===== src/rtl/gpio_latch_pkg.sv =====
package gpio_latch_pkg;

    // Bank seen at the group offsets, chosen by control bits [7:6]
    typedef enum logic [1:0] {
        BANK_DATA   = 2'b00,
        BANK_OE     = 2'b01,
        BANK_SEL_LO = 2'b10,
        BANK_SEL_HI = 2'b11
    } bank_e;

endpackage


===== src/rtl/gpio_sync.sv =====
module gpio_sync #(
    parameter int W = 8
) (
    input  logic         clk,
    input  logic         rst_n,
    input  logic [W-1:0] d,
    output logic [W-1:0] q
);

    typedef struct packed {
        logic [W-1:0] s1;
        logic [W-1:0] s2;
    } sync_t;

    sync_t st_d, st_q;

    always_comb begin
        st_d    = st_q;
        st_d.s1 = d;
        st_d.s2 = st_q.s1;
    end

    always_ff @(posedge clk or negedge rst_n) begin
        if (!rst_n) st_q <= '0;
        else        st_q <= st_d;
    end

    assign q = st_q.s2;

endmodule


===== src/rtl/gpio_group.sv =====
module gpio_group
    import gpio_latch_pkg::*;
#(
    parameter int GRP_W = 8
) (
    input  logic             clk,
    input  logic             rst_n,
    input  bank_e            bank,
    input  logic             wr_en,
    input  logic             wr_block,
    input  logic [GRP_W-1:0] wr_data,
    input  logic [GRP_W-1:0] pin_sync,
    input  logic             stb_sync,
    output logic [GRP_W-1:0] rd_val,
    output logic [GRP_W-1:0] drv_val,
    output logic [GRP_W-1:0] drv_en
);

    typedef struct packed {
        logic [GRP_W-1:0] data;
        logic [GRP_W-1:0] oe;
        logic [GRP_W-1:0] sel_lo;
        logic [GRP_W-1:0] sel_hi;
        logic [GRP_W-1:0] lat;
        logic             stb_prev;
    } grp_t;

    grp_t st_d, st_q;
    logic [GRP_W-1:0] dec;
    logic [GRP_W-1:0] mix;

    always_comb begin
        st_d          = st_q;
        st_d.stb_prev = stb_sync;
        if (st_q.stb_prev && !stb_sync) st_d.lat = pin_sync;
        if (wr_en) begin
            case (bank)
                BANK_DATA:   if (!wr_block) st_d.data = wr_data;
                BANK_OE:     st_d.oe     = wr_data;
                BANK_SEL_LO: st_d.sel_lo = wr_data;
                BANK_SEL_HI: st_d.sel_hi = wr_data;
                default:     st_d = st_d;
            endcase
        end
    end

    always_ff @(posedge clk or negedge rst_n) begin
        if (!rst_n) st_q <= '0;
        else        st_q <= st_d;
    end

    // Reflected Gray to binary: each bit is the XOR of itself and all higher bits
    for (genvar i = 0; i < GRP_W; i++) begin : g_dec
        assign dec[i] = ^st_q.lat[GRP_W-1:i];
    end

    always_comb begin
        for (int i = 0; i < GRP_W; i++) begin
            case ({st_q.sel_hi[i], st_q.sel_lo[i]})
                2'b00:   mix[i] = pin_sync[i];
                2'b01:   mix[i] = st_q.data[i];
                2'b10:   mix[i] = st_q.lat[i];
                default: mix[i] = dec[i];
            endcase
        end
    end

    always_comb begin
        case (bank)
            BANK_DATA:   rd_val = mix;
            BANK_OE:     rd_val = st_q.oe;
            BANK_SEL_LO: rd_val = st_q.sel_lo;
            default:     rd_val = st_q.sel_hi;
        endcase
    end

    assign drv_val = st_q.data;
    assign drv_en  = st_q.oe;

    // a blocked data write leaves the driven byte alone
    a_r4_blocked_write: assert property (@(posedge clk) disable iff (!rst_n)
        (wr_en && wr_block && bank == BANK_DATA) |=> $stable(drv_val));

    // an enable write shows up on the enables next cycle
    a_r5_oe_write: assert property (@(posedge clk) disable iff (!rst_n)
        (wr_en && bank == BANK_OE) |=> (drv_en == $past(wr_data)));

    // a strobe fall captures the synchronised byte
    a_r8_capture: assert property (@(posedge clk) disable iff (!rst_n)
        $fell(stb_sync) |=> (st_q.lat == $past(pin_sync)));

    // no fall, no change of the latch
    a_r8_hold: assert property (@(posedge clk) disable iff (!rst_n)
        !(st_q.stb_prev && !stb_sync) |=> $stable(st_q.lat));

endmodule


===== src/rtl/gpio_latch_port.sv =====
module gpio_latch_port
    import gpio_latch_pkg::*;
#(
    parameter  int NUM_GRP = 6,   // at most 6: bits 6 and 7 of the control word pick the bank
    parameter  int GRP_W   = 8,
    parameter  int ADDR_W  = 3,
    localparam int PIN_W   = NUM_GRP * GRP_W
) (
    input  logic              clk,
    input  logic              rst_n,
    input  logic [ADDR_W-1:0] bus_addr,
    input  logic [GRP_W-1:0]  bus_wdata,
    input  logic              bus_wr,
    input  logic              bus_rd,
    output logic [GRP_W-1:0]  bus_rdata,
    input  logic [PIN_W-1:0]  pin_in,
    output logic [PIN_W-1:0]  pin_out,
    output logic [PIN_W-1:0]  pin_oe,
    input  logic [NUM_GRP-1:0] lat_stb
);

    localparam logic [ADDR_W-1:0] CTRL_OFS = ADDR_W'(7);

    typedef struct packed {
        logic [GRP_W-1:0] ctrl;
        logic [GRP_W-1:0] rd;
    } top_t;

    top_t st_d, st_q;

    logic [PIN_W-1:0]   pin_s;
    logic [NUM_GRP-1:0] stb_s;
    logic [GRP_W-1:0]   grp_rd [NUM_GRP];
    logic [GRP_W-1:0]   rd_sel;
    bank_e              bank;

    assign bank = bank_e'(st_q.ctrl[7:6]);

    gpio_sync #(.W(PIN_W + NUM_GRP)) u_sync (
        .clk   (clk),
        .rst_n (rst_n),
        .d     ({lat_stb, pin_in}),
        .q     ({stb_s, pin_s})
    );

    for (genvar g = 0; g < NUM_GRP; g++) begin : g_grp
        gpio_group #(.GRP_W(GRP_W)) u_grp (
            .clk      (clk),
            .rst_n    (rst_n),
            .bank     (bank),
            .wr_en    (bus_wr && bus_addr == ADDR_W'(g)),
            .wr_block (st_q.ctrl[g]),
            .wr_data  (bus_wdata),
            .pin_sync (pin_s[g*GRP_W +: GRP_W]),
            .stb_sync (stb_s[g]),
            .rd_val   (grp_rd[g]),
            .drv_val  (pin_out[g*GRP_W +: GRP_W]),
            .drv_en   (pin_oe[g*GRP_W +: GRP_W])
        );
    end

    always_comb begin
        rd_sel = '0;
        if (bus_addr == CTRL_OFS) rd_sel = st_q.ctrl;
        for (int g = 0; g < NUM_GRP; g++) begin
            if (bus_addr == ADDR_W'(g)) rd_sel = grp_rd[g];
        end
    end

    always_comb begin
        st_d = st_q;
        if (bus_wr && bus_addr == CTRL_OFS) st_d.ctrl = bus_wdata;
        if (bus_rd) st_d.rd = rd_sel;
    end

    always_ff @(posedge clk or negedge rst_n) begin
        if (!rst_n) st_q <= '0;
        else        st_q <= st_d;
    end

    assign bus_rdata = st_q.rd;

    // the control word takes every write at its offset
    a_r2_ctrl_write: assert property (@(posedge clk) disable iff (!rst_n)
        (bus_wr && bus_addr == CTRL_OFS) |=> (st_q.ctrl == $past(bus_wdata)));

    // the unused offset reads as zero
    a_r2_hole_zero: assert property (@(posedge clk) disable iff (!rst_n)
        (bus_rd && bus_addr == ADDR_W'(6)) |=> (bus_rdata == '0));

    // read data holds without a read strobe
    a_r10_rd_hold: assert property (@(posedge clk) disable iff (!rst_n)
        !bus_rd |=> $stable(bus_rdata));

endmodule


===== config.mk =====
export PLATFORM = sky130hd
export DESIGN_NAME = gpio_latch_port
export DESIGN_NICKNAME = d
export VERILOG_FILES = /design/src/rtl/gpio_latch_pkg.sv /design/src/rtl/gpio_sync.sv /design/src/rtl/gpio_group.sv /design/src/rtl/gpio_latch_port.sv
export SDC_FILE = /design/constraint.sdc
export NUM_CORES = 1
export LEC_CHECK = 0
export BUFFER_PORTS_ARGS = -buffer_cell sky130_fd_sc_hd__buf_4
export CORE_MARGIN = 4
export CORE_UTILIZATION = 45
export CTS_CLUSTER_SIZE = 24
export DETAILED_ROUTE_END_ITERATION = 7
export PLACE_DENSITY_LB_ADDON = 0.08
export SYNTH_ARGS = -nofsm -noshare
export SYNTH_HDL_FRONTEND = slang
export SYNTH_SLANG_ARGS = --single-unit

===== constraint.sdc =====
create_clock -name clk -period 3.6 [get_ports clk]
set_clock_uncertainty 0.1 [all_clocks]
set_input_delay 0.36 -clock clk [delete_from_list [all_inputs] [get_ports clk]]
set_output_delay 0.36 -clock clk [all_outputs]
set_load 0.005 [all_outputs]

==> impl_metrics.yaml <==
synthesis:
  synthCells: 1376
  ys_top_cells_by_area: "dfrtp_1 (54%), mux2_2 (16%), mux2i_1 (4.3%)"
  yosys_warnings: 0
  ys_dominant_reg_cell: "dfrtp_1"
  synth_most_common_cell: "dfrtp_1"
  ys_ff_latch: 370
  synthArstFlopShare_pct: 100.0
  yosys-top-cells-count: "dfrtp_1 (370), mux2_2 (250), buf_4 (98), o21ai_0 (76), mux2i_1 (74)"
  netlist_area_um2: 17110
  avgSynthCellArea_um2: 12.43
  ys_seq_area_share_pct: 54.13
  yosys.area.top_type_share_pct: 54.13
  synth_edf_count: 0
  yosysTopAreaCell: "dfrtp_1"
  synth_cell_type_count: 64
  syn-num-nets: 1445
clock_network:
  cts_root_buf: "clkbuf_16"
  clockBufferDepth: 3
  htreeDepth: 2
  postCtsResizedCells: 0
  cts_buffers: 42
  clock-sinks: 370
  cts_tree: "built"
  clock_latency_ns: 0.56
  clk_pin_slew_ns: 0.06
placed_design:
  dpl.hpwl_mm: 32.56
  io_buffers: 172
  gp_congestion: 0.9151
  dp_cells: 1936
die:
  fp.dieW_um: 203.0
  std_cell_rows: 71
  coreArea_um2: 37580
  die_y_um: 203.0
  pin_count: 173
  start_util_pct: 45.52
  die_area_um2: 41200
finish:
  nets: 1593
  finalNonFillerCells: 2064
  syn_to_final_growth_pct: 18.43
  drive_gt1_share_pct: 35.05
route:
  final_antenna_net_count: 0
  drt_iter0_markers: 873
  first_pass_iters: 5
  wire_per_inst_um: 23.09
  drt_wl_total_mm: 47.66
  vias: 11332
  avgViaCountPerCell: 5.490
  drcViolationCount: 0
power:
  ir_drop_uv: 352.9
  powerDensity_nw_per_um2: 688.1
  leakage_nw: 9.007
timing:
  max_freq_mhz: 354.8
  setup_viol: 0
  grt_setup_unrepaired: "no"
  setup_tns_ns: 0
  period_needed_ns: 2.819
  worst_pin_slew_ns: 0.9612
  maxSlewHeadroom_pct: 35.79
  holdWs_ns: 0.08800
  final-hold-violation-count: 0
  period_share_pct: 78.30
  slew_viol_final: 0
run:
  drv_cap: 0
critical_path:
  worstPathArrival_ns: 3.16
  path_cells: "or2_2 > o32a_1 > nor3_1 > a31oi_1 > o2111ai_1 > or4_1 > o32a_1"
  critPathRequiredTime_ns: 3.94
  critPathKind: "register to register"
  cp_common_cell: "o32a_1"
  startpoint_type: "register"
  end_kind: "register"
  cpMaxStageDelayCell: "dfrtp_4"
  crit_buf_inv: 0
  slowest_delay_ns: 0.78
  crit_family: "simple AND/OR/NAND/NOR gates"
  critPathMaxFanout: 42
min_path:
  hp-class: "input pin to register"
global_routing:
  grt_pass1_vias: 11550
  grt.overflow.total: 0
  grt_pass1_wl_mm: 73.23
  antenna_found_initial: 1
  grt.total_usage_pct: 23.26
  grt_max_degree: 84
status:
  outcome: "finished, final reports clean"
-- power breakdown --
part | internal [W] | switching [W]
Clock | 0.00252 | 0.00169
Combinational | 0.00204 | 0.00158
Sequential | 0.00506 | 0.00106
-- worst register-to-register path: cells and delay by family, from the launching register on --
kind             cells  cell delay [ns]
AND/OR/NAND/NOR      3             0.95
AO/OA/AOI/OAI        4             0.87
flip-flops           1             0.78
-- kinds of logic after synthesis --
kind of cell | after synthesis | synth area share (%)
buffers and inverters | 181 | 6.532
flip-flops | 370 | 54.13
AND/OR/NAND/NOR | 228 | 6.539
XOR/XNOR | 42 | 3.109
multiplexers | 327 | 21.18
AO/OA/AOI/OAI | 228 | 8.514
-- timing repair --
item                      CTS  global route
buffers inserted            0             0
hold buffers               55             0
hold endpoints to repair  130             0
-- registers in the layout, summed over array words and instances (netlist names) --
register	flops
g_grp.u_grp.drv_en	48
g_grp.u_grp.st_q	144
st_q	6
bus_rdata	8
g_grp.u_grp.dec	6
u_sync.q	54
u_sync.st_d	54
bank	2
g_grp.u_grp.drv_val	48
-- cell usage in the layout, fill, tap and decap left out, drive strengths merged, types with 4 or more instances in the layout --
master	instances
a211oi	16
a21oi	51
a221oi	7
a22oi	9
a31oi	11
buf	215
clkbuf	59
clkinv	7
dfrtp	370
dlygate4sd3	55
inv	16
mux2	250
mux2i	74
nand2	56
nand2b	5
nand3	18
nand3b	4
nand4	5
nor2	72
nor2b	22
nor3	10
nor3b	8
o211ai	13
o21ai	76
o311a	5
o31ai	5
o32a	6
or3	7
xnor2	20
xnor3	9
xor2	13
-- cell type report --
class | instances | area, um^2
diodes | 1 | 2.502
well taps | 511 | 639.4
clock inverters | 13 | 148.9
multi-input cells | 825 | 6730
fillers | 3277 | 17320
inverters | 15 | 56.30
flip-flops and latches | 370 | 9264
clock buffers | 59 | 1196
repair buffers | 270 | 2222
-- stage by stage --
stage / setup WS [ns] / utilization (%) / area [um^2] / power (W)
floorplan: 1.129 / - / 17110 / 0.008554
global placement: 0.8644 / 48.86 / 18360 / 0.009719
detailed placement: 0.8261 / 48.86 / 18360 / 0.009764
CTS: 0.8136 / 53.91 / 20260 / 0.01408
global route: 0.6938 / 53.91 / 20260 / 0.01471
finish: 0.7814 / 53.91 / 20260 / 0.01394
-- routing by layer --
metal  vias to the layer above  share of wire [%]  global-route usage, %
li1                       5140                  -                      -
met1                      5830                 47                  34.09
met2                       291                 46                  36.58
met3                        71                4.0                  2.971
met4                         0                2.6                  6.862
met5                         -                  0                      0
-- worst paths after layout --
check / startpoint / end / slack (ns) / cells after the start
min: bus_rd / bus_rdata[7] / 0.09 / 3
max: bank[1] / bus_rdata[3] / 0.78 / 7
min reg2reg: u_sync.st_d[52] / u_sync.q[52] / 0.24 / 0
min in group asynchronous: rst_n / u_sync.st_d[49] / 0.31 / 2
max in group asynchronous: rst_n / g_grp[5].u_grp.st_q[0] / 2.05 / 3
max reg2reg: bank[1] / bus_rdata[3] / 0.78 / 7
Note: power is estimated with default switching activity, not from simulation.
